==> config.mk <==
export PLATFORM = sky130hd
export DESIGN_NAME = crypto_regfile
export DESIGN_NICKNAME = d
export VERILOG_FILES = /design/src/rtl/crypto_rf_pkg.sv /design/src/rtl/crf_access_check.sv /design/src/rtl/crf_op_unit.sv /design/src/rtl/crf_reg_array.sv /design/src/rtl/crf_out_stage.sv /design/src/rtl/crypto_regfile.sv
export SDC_FILE = /design/constraint.sdc
export NUM_CORES = 2
export LEC_CHECK = 0
export BUFFER_PORTS_ARGS = -buffer_cell sky130_fd_sc_hd__buf_2
export CAP_MARGIN = 20
export CORE_MARGIN = 3
export CORE_UTILIZATION = 57
export DETAILED_ROUTE_END_ITERATION = 8
export MAX_ROUTING_LAYER = met4
export PLACE_DENSITY = 0.76
export SYNTH_ARGS = -nofsm -noshare
export SYNTH_HDL_FRONTEND = slang
export SYNTH_SLANG_ARGS = --single-unit
==> constraint.sdc <==
create_clock -name clk -period 6.1 [get_ports clk]
set_clock_uncertainty 0.15 [all_clocks]
set_input_delay 0.61 -clock clk [delete_from_list [all_inputs] [get_ports clk]]
set_output_delay 0.61 -clock clk [all_outputs]
set_load 0.1 [all_outputs]
==> src/rtl/crypto_rf_pkg.sv <==
`timescale 1ns/1ps
// Package: shared codes, tag bit positions and permission helpers for the
// crypto register file. Assumes a 5-bit tag and a 2-bit mode input.
package crypto_rf_pkg;

    localparam int TAG_W = 5;

    // Tag bit positions (decoded by the access checker)
    localparam int TB_KEY_LO = 0;
    localparam int TB_KEY_HI = 1;
    localparam int TB_RD_LO  = 2;
    localparam int TB_RD_HI  = 3;
    localparam int TB_WR_LO  = 4;

    localparam logic [1:0] MODE_HIGH = 2'd2;

    typedef enum logic [2:0] {
        OP_NOP   = 3'd0,
        OP_LOAD  = 3'd1,
        OP_MOVE  = 3'd2,
        OP_XOR   = 3'd3,
        OP_RAND  = 3'd4,
        OP_CHMOD = 3'd5
    } rf_op_e;

    // True when the code names a state-changing command
    function automatic logic op_is_active(input logic [2:0] op);
        return (op >= 3'd1) && (op <= 3'd5);
    endfunction

    // Read permission for a tag in the given mode class
    function automatic logic tag_can_read(input logic [TAG_W-1:0] t, input logic hi);
        return hi ? t[TB_RD_HI] : t[TB_RD_LO];
    endfunction

    // Key-use permission for a tag in the given mode class
    function automatic logic tag_can_key(input logic [TAG_W-1:0] t, input logic hi);
        return hi ? t[TB_KEY_HI] : t[TB_KEY_LO];
    endfunction

    // Write permission: unconditional in the high mode
    function automatic logic tag_can_write(input logic [TAG_W-1:0] t, input logic hi);
        return hi | t[TB_WR_LO];
    endfunction

endpackage

==> src/rtl/crf_access_check.sv <==
`timescale 1ns/1ps
// Module: crf_access_check
// Decides, from the current tags and mode, whether this cycle's command,
// read request and key request are granted or denied. Purely combinational.
// Assumes indices are in range (NREG a power of two).
module crf_access_check
    import crypto_rf_pkg::*;
#(
    parameter int NREG = 8,
    parameter int IDXW = 3
) (
    input  logic [TAG_W-1:0] tag_q [NREG],
    input  logic [1:0]       mode,
    input  logic             cmd_valid,
    input  logic [2:0]       cmd_op,
    input  logic [IDXW-1:0]  cmd_dst,
    input  logic             rd_req,
    input  logic [IDXW-1:0]  rd_idx,
    input  logic             key_req,
    input  logic [IDXW-1:0]  key_idx,
    output logic             cmd_go,
    output logic             cmd_deny,
    output logic             rd_go,
    output logic             rd_deny,
    output logic             key_go,
    output logic             key_deny
);

    logic hi;
    logic cmd_act;
    logic wr_ok;
    logic rd_ok;
    logic key_ok;

    assign hi = (mode == MODE_HIGH);

    // Evaluate each access against the tag of the register it touches
    always_comb begin
        cmd_act  = cmd_valid && op_is_active(cmd_op);
        wr_ok    = tag_can_write(tag_q[cmd_dst], hi);
        rd_ok    = tag_can_read(tag_q[rd_idx], hi);
        key_ok   = tag_can_key(tag_q[key_idx], hi);
        cmd_go   = cmd_act && wr_ok;
        cmd_deny = cmd_act && !wr_ok;
        rd_go    = rd_req && rd_ok;
        rd_deny  = rd_req && !rd_ok;
        key_go   = key_req && key_ok;
        key_deny = key_req && !key_ok;
    end

endmodule

==> src/rtl/crf_op_unit.sv <==
`timescale 1ns/1ps
// Module: crf_op_unit
// Forms the new data word and tag for the destination of a command, and
// says which of the two fields the command updates. Tags follow data on
// move (copied) and xor (AND of both sources). Combinational.
module crf_op_unit
    import crypto_rf_pkg::*;
#(
    parameter int NREG = 8,
    parameter int DW   = 128,
    parameter int IDXW = 3
) (
    input  logic [DW-1:0]    data_q [NREG],
    input  logic [TAG_W-1:0] tag_q  [NREG],
    input  logic [2:0]       cmd_op,
    input  logic [IDXW-1:0]  cmd_dst,
    input  logic [IDXW-1:0]  cmd_src_a,
    input  logic [IDXW-1:0]  cmd_src_b,
    input  logic [TAG_W-1:0] cmd_imm,
    input  logic [DW-1:0]    cmd_wdata,
    input  logic [DW-1:0]    rnd_data,
    output logic             upd_data,
    output logic             upd_tag,
    output logic [DW-1:0]    new_data,
    output logic [TAG_W-1:0] new_tag
);

    // Select the result and the fields to update per command code
    always_comb begin
        upd_data = 1'b0;
        upd_tag  = 1'b0;
        new_data = data_q[cmd_dst];
        new_tag  = tag_q[cmd_dst];
        case (cmd_op)
            OP_LOAD: begin
                upd_data = 1'b1;
                new_data = cmd_wdata;
            end
            OP_MOVE: begin
                upd_data = 1'b1;
                upd_tag  = 1'b1;
                new_data = data_q[cmd_src_a];
                new_tag  = tag_q[cmd_src_a];
            end
            OP_XOR: begin
                upd_data = 1'b1;
                upd_tag  = 1'b1;
                new_data = data_q[cmd_src_a] ^ data_q[cmd_src_b];
                new_tag  = tag_q[cmd_src_a] & tag_q[cmd_src_b];
            end
            OP_RAND: begin
                upd_data = 1'b1;
                new_data = rnd_data;
            end
            OP_CHMOD: begin
                upd_tag  = 1'b1;
                new_tag  = cmd_imm;
            end
            default: begin
                upd_data = 1'b0;
                upd_tag  = 1'b0;
            end
        endcase
    end

endmodule

==> src/rtl/crf_reg_array.sv <==
`timescale 1ns/1ps
// Module: crf_reg_array
// Storage for NREG data words and their tags. One entry is written per
// cycle when wr_en is set; data and tag have separate enables. Reset puts
// zero in every word and all ones in every tag.
module crf_reg_array
    import crypto_rf_pkg::*;
#(
    parameter int NREG = 8,
    parameter int DW   = 128,
    parameter int IDXW = 3
) (
    input  logic             clk,
    input  logic             rst_n,
    input  logic             wr_en,
    input  logic [IDXW-1:0]  wr_idx,
    input  logic             upd_data,
    input  logic             upd_tag,
    input  logic [DW-1:0]    new_data,
    input  logic [TAG_W-1:0] new_tag,
    output logic [DW-1:0]    data_q [NREG],
    output logic [TAG_W-1:0] tag_q  [NREG]
);

    for (genvar g = 0; g < NREG; g++) begin : g_entry
        logic hit;
        assign hit = wr_en && (wr_idx == IDXW'(g));

        // Hold one register and its tag; update the selected fields on a hit
        always_ff @(posedge clk) begin
            if (!rst_n) begin
                data_q[g] <= '0;
                tag_q[g]  <= '1;
            end else if (hit) begin
                if (upd_data) data_q[g] <= new_data;
                if (upd_tag)  tag_q[g]  <= new_tag;
            end
        end
    end

endmodule

==> src/rtl/crf_out_stage.sv <==
`timescale 1ns/1ps
// Module: crf_out_stage
// Registers the read and key responses and the fault pulse. Outputs are
// zero unless granted. Reads the pre-update state, so a command in the
// same cycle is not yet visible.
module crf_out_stage
    import crypto_rf_pkg::*;
#(
    parameter int NREG = 8,
    parameter int DW   = 128,
    parameter int IDXW = 3
) (
    input  logic            clk,
    input  logic            rst_n,
    input  logic [DW-1:0]   data_q [NREG],
    input  logic            rd_go,
    input  logic [IDXW-1:0] rd_idx,
    input  logic            key_go,
    input  logic [IDXW-1:0] key_idx,
    input  logic            any_deny,
    output logic            rd_valid,
    output logic [DW-1:0]   rd_data,
    output logic            key_valid,
    output logic [DW-1:0]   key_data,
    output logic            fault
);

    // Capture the granted responses and the fault flag for one cycle
    always_ff @(posedge clk) begin
        if (!rst_n) begin
            rd_valid  <= 1'b0;
            rd_data   <= '0;
            key_valid <= 1'b0;
            key_data  <= '0;
            fault     <= 1'b0;
        end else begin
            rd_valid  <= rd_go;
            rd_data   <= rd_go ? data_q[rd_idx] : '0;
            key_valid <= key_go;
            key_data  <= key_go ? data_q[key_idx] : '0;
            fault     <= any_deny;
        end
    end

endmodule

==> src/rtl/crypto_regfile.sv <==
`timescale 1ns/1ps
// Module: crypto_regfile (top)
// Tagged crypto register file: commands move, combine, fill or re-tag
// registers; read and key requests are checked against each register's
// tag in the current mode. Denied accesses pulse fault and change nothing.
module crypto_regfile
    import crypto_rf_pkg::*;
#(
    parameter  int NREG = 8,
    parameter  int DW   = 128,
    localparam int IDXW = $clog2(NREG)
) (
    input  logic             clk,
    input  logic             rst_n,
    input  logic [1:0]       mode,
    input  logic             cmd_valid,
    input  logic [2:0]       cmd_op,
    input  logic [IDXW-1:0]  cmd_dst,
    input  logic [IDXW-1:0]  cmd_src_a,
    input  logic [IDXW-1:0]  cmd_src_b,
    input  logic [TAG_W-1:0] cmd_imm,
    input  logic [DW-1:0]    cmd_wdata,
    input  logic [DW-1:0]    rnd_data,
    input  logic             rd_req,
    input  logic [IDXW-1:0]  rd_idx,
    output logic             rd_valid,
    output logic [DW-1:0]    rd_data,
    input  logic             key_req,
    input  logic [IDXW-1:0]  key_idx,
    output logic             key_valid,
    output logic [DW-1:0]    key_data,
    output logic             fault
);

    logic [DW-1:0]         data_q [NREG];
    logic [TAG_W-1:0]      tag_q  [NREG];
    logic [NREG*TAG_W-1:0] tag_flat;
    logic                  cmd_go, cmd_deny, rd_go, rd_deny, key_go, key_deny;
    logic                  upd_data, upd_tag;
    logic [DW-1:0]         new_data;
    logic [TAG_W-1:0]      new_tag;

    // Flattened view of all tags for the bound checker
    for (genvar g = 0; g < NREG; g++) begin : g_flat
        assign tag_flat[g*TAG_W +: TAG_W] = tag_q[g];
    end

    crf_access_check #(.NREG(NREG), .IDXW(IDXW)) u_check (
        .tag_q     (tag_q),
        .mode      (mode),
        .cmd_valid (cmd_valid),
        .cmd_op    (cmd_op),
        .cmd_dst   (cmd_dst),
        .rd_req    (rd_req),
        .rd_idx    (rd_idx),
        .key_req   (key_req),
        .key_idx   (key_idx),
        .cmd_go    (cmd_go),
        .cmd_deny  (cmd_deny),
        .rd_go     (rd_go),
        .rd_deny   (rd_deny),
        .key_go    (key_go),
        .key_deny  (key_deny)
    );

    crf_op_unit #(.NREG(NREG), .DW(DW), .IDXW(IDXW)) u_op (
        .data_q    (data_q),
        .tag_q     (tag_q),
        .cmd_op    (cmd_op),
        .cmd_dst   (cmd_dst),
        .cmd_src_a (cmd_src_a),
        .cmd_src_b (cmd_src_b),
        .cmd_imm   (cmd_imm),
        .cmd_wdata (cmd_wdata),
        .rnd_data  (rnd_data),
        .upd_data  (upd_data),
        .upd_tag   (upd_tag),
        .new_data  (new_data),
        .new_tag   (new_tag)
    );

    crf_reg_array #(.NREG(NREG), .DW(DW), .IDXW(IDXW)) u_regs (
        .clk      (clk),
        .rst_n    (rst_n),
        .wr_en    (cmd_go),
        .wr_idx   (cmd_dst),
        .upd_data (upd_data),
        .upd_tag  (upd_tag),
        .new_data (new_data),
        .new_tag  (new_tag),
        .data_q   (data_q),
        .tag_q    (tag_q)
    );

    crf_out_stage #(.NREG(NREG), .DW(DW), .IDXW(IDXW)) u_out (
        .clk       (clk),
        .rst_n     (rst_n),
        .data_q    (data_q),
        .rd_go     (rd_go),
        .rd_idx    (rd_idx),
        .key_go    (key_go),
        .key_idx   (key_idx),
        .any_deny  (cmd_deny | rd_deny | key_deny),
        .rd_valid  (rd_valid),
        .rd_data   (rd_data),
        .key_valid (key_valid),
        .key_data  (key_data),
        .fault     (fault)
    );

endmodule

==> impl_metrics.csv <==
group,metric,value,unit
sta,setup_violations,0,
detailed_routing,wl_per_cell,33.5,um
setup_path,worst_r2r_path_depth,7,
cts,cts_sinks,1323,
sta,grt_setup_unrepaired,"no",
synthesis,synth.cell_area,0.0866,mm^2
cts,hold_buffers,0,
detailed_routing,initialDrtViolationCount,11384,
synthesis,ys_types,43,
power,powerDensity,230,mW/mm^2
global_routing,grt_pass1_wl,473000,um
synthesis,synth_async_sr_flop_share,0,%
sta,hold_ws,0.0916,ns
synthesis,yosys_warnings,0,
final_layout,register_area,0.0265,mm^2
die,die_area,0.157,mm^2
cts,root_buffer,"clkbuf_16",
power,irDropWorstVdd,0.295,mV
synthesis,synth-seq-area-share,30.6,%
final_layout,multi_input_area,0.0563,mm^2
global_routing,grt_overflow,0,
synthesis,synth_fp_nets,7679,
sta,slew_headroom,22.6,%
synthesis,synthFlopType,"dfxtp_1",
power,design_power_total,21.9,mW
detailed_routing,via_per_inst,7.97,
cts,clock_latency,0.85,ns
sta,slew_violations,0,
global_routing,antenna_found_initial,15,
die,coreArea,0.150,mm^2
sta,hold_viol_final,0,
outcome,status,"completed",
detailed_routing,drt-total-wl,316000,um
cts,cts_tree,"done",
sta,fmax,0.254,GHz
sta,fin_tns_setup,0,ns
final_layout,final_util,63.3,%
synthesis,syn_area_per_cell,11.7,um^2
sta,finalCriticalPeriod,3.94,ns
synthesis,syn_inst,7393,
placed_design,gp_congestion,0.929,
detailed_routing,ant_nets,0,
run,cap_violations,0,
setup_path,critPathMaxFanout,86,
global_routing,grt.total_usage,40.5,%
power,leakagePower,31.6,nW
placed_design,dpl.hpwl,165000,um
synthesis,yosysTopAreaCell,"mux4_2",
detailed_routing,vias,75094,
cts,path_clk_slew,0.06,ns
synthesis,synth-seq-cells,1323,
die,num_rows,142,
final_layout,drive_gt1_share,32.3,%
cts,cts_setup_buffers,0,
setup_path,crit_type,"in2reg",
setup_path,cp_data_required_time,6.66,ns
global_routing,grt_pass1_vias,74686,
sta,period_share,64.5,%
global_routing,grt_max_degree,230,
setup_path,endpoint_kind,"flop",
synthesis,synthTopCellsByArea,"mux4_2, dfxtp_1, a211oi_1",
die,die_w,396,um
detailed_routing,first_pass_iters,8,
cts,numCtsBuffers,150,
setup_path,worstPathArrival,4.49,ns
synthesis,synth-edff-count,0,
final_layout,n_fill_cell,11390,
final_layout,nNetsFinal,7555,
cts,cts_max_level,4,
final_layout,area_delta_synth_final,9.79,%
worst_hold_path,hold_path_class,"in2reg",
cts,post_cts_resized,0,
placed_design,io_buffers,544,
setup_path,start_kind,"input pin",
worst_hold_path,holdPathStages,4,
synthesis,synth.top_cell.area_share,33.7,%
die,ios,545,
die,chipHeight,396,um
cts,clockBufferDepth,3,
die,start_util,57.6,%
sta,worstMarginPinSlew,1.16,ns
detailed_routing,drc,0,
-- registers in the layout, summed over array words and instances, names as in the netlist --
| name | flops |
|---|---|
| u_regs.tag_q | 40 |
| u_out.key_data | 128 |
| u_regs.data_q | 1024 |
| u_out.rd_valid | 1 |
| u_out.fault | 1 |
| u_out.rd_data | 128 |
| u_out.key_valid | 1 |
-- power by group --
group          switching, mW  internal (mW)  total (mW)
clock                   3.98           5.59        9.56
combinational           2.00           1.26        3.26
sequential             0.263           8.83        9.09
total                   6.24           15.7        21.9
-- final timing paths --
kind	slack [ns]	start	to
max	2.16	cmd_dst[1]	u_regs.data_q[915]
min reg2reg	0.41	u_regs.tag_q[24]	u_regs.tag_q[24]
max reg2reg	2.44	u_regs.tag_q[4]	u_regs.data_q[915]
min	0.09	rd_req	u_out.fault
-- critical path: stages --
cell      delay [ns]
buf_8           0.51
nor2b_1         0.32
a22o_1          0.34
o21ai_4         0.59
buf_4           0.65
buf_4           0.85
a21oi_1         0.18
a211oi_1        0.27
-- per-layer routing --
layer  vias to the layer above  GRT usage [%]  routed length [um]
met4                         0           23.2               20600
met5                         -              -                   0
met1                     36540           50.7              106000
met2                      6935           57.7              138000
met3                      1600           13.5               50700
li1                      30019              -                   -
-- kinds of logic (layout without fill, tap and decap cells) --
group                     count (synthesis)  after routing  synth area share (%)
AOI/OAI and AO/OA                      2510           2510                  19.6
and+or+nand+nor                         507            507                  2.37
other                                     0             14                     0
xor gates and xnor gates                126            126                  1.27
buffers and inverters                   947            943                  4.56
muxes                                  1980           1980                  41.6
DFF                                    1323           1323                  30.6
-- synthesized netlist by cell type, types with 2 or more instances --
| library cell | number |
|---|---|
| a211oi_1 | 1013 |
| buf_2 | 241 |
| mux2i_1 | 669 |
| o22ai_1 | 132 |
| mux2_2 | 16 |
| nor2b_1 | 6 |
| a211oi_4 | 23 |
| a32o_1 | 4 |
| xor2_1 | 126 |
| buf_4 | 7 |
| and2_1 | 11 |
| clkbuf_1 | 561 |
| a31oi_1 | 8 |
| a22oi_1 | 176 |
| inv_1 | 2 |
| o21ai_0 | 3 |
| mux4_2 | 1295 |
| nor2_1 | 427 |
| nor3_1 | 15 |
| buf_6 | 9 |
| and3_1 | 6 |
| nor4_1 | 2 |
| nand3_1 | 6 |
| nand2_1 | 15 |
| nand2b_1 | 11 |
| buf_1 | 126 |
| a211oi_2 | 117 |
| and4_1 | 2 |
| dfxtp_1 | 1323 |
| a21oi_1 | 1028 |
-- placed cells by master (no fill, tap or decap), types with 132 or more instances in the layout --
| cell type | instances |
|---|---|
| clkbuf_16 | 150 |
| a22oi_1 | 176 |
| o22ai_1 | 132 |
| mux2i_1 | 669 |
| dfxtp_1 | 1323 |
| nor2_1 | 427 |
| a211oi_1 | 1013 |
| buf_2 | 528 |
| mux4_2 | 1295 |
| a21oi_1 | 1028 |
-- cell type report --
type	instances	area share, %
well taps	2016	2.65
flip-flops and latches	1323	27.9
clock inverters	66	0.972
inverters	3	0.0197
repair buffers	668	4.83
multi-input cells	5123	59.2
clock buffers	206	4.42
diodes	14	0.0368
-- through the flow --
| stage | instance area [um^2] | worst slack (ns) | cells |
|---|---|---|---|
| finish | 95100 | 2.16 | 9419 |
| global route | 95100 | 2.01 | 9419 |
| CTS | 94900 | 2.33 | 9401 |
| detailed placement | 89800 | 1.51 | 9129 |
| global placement | 89800 | 1.66 | 9129 |
| floorplan | 86600 | 3.29 | 7393 |
(Power assumes the default switching activity.)
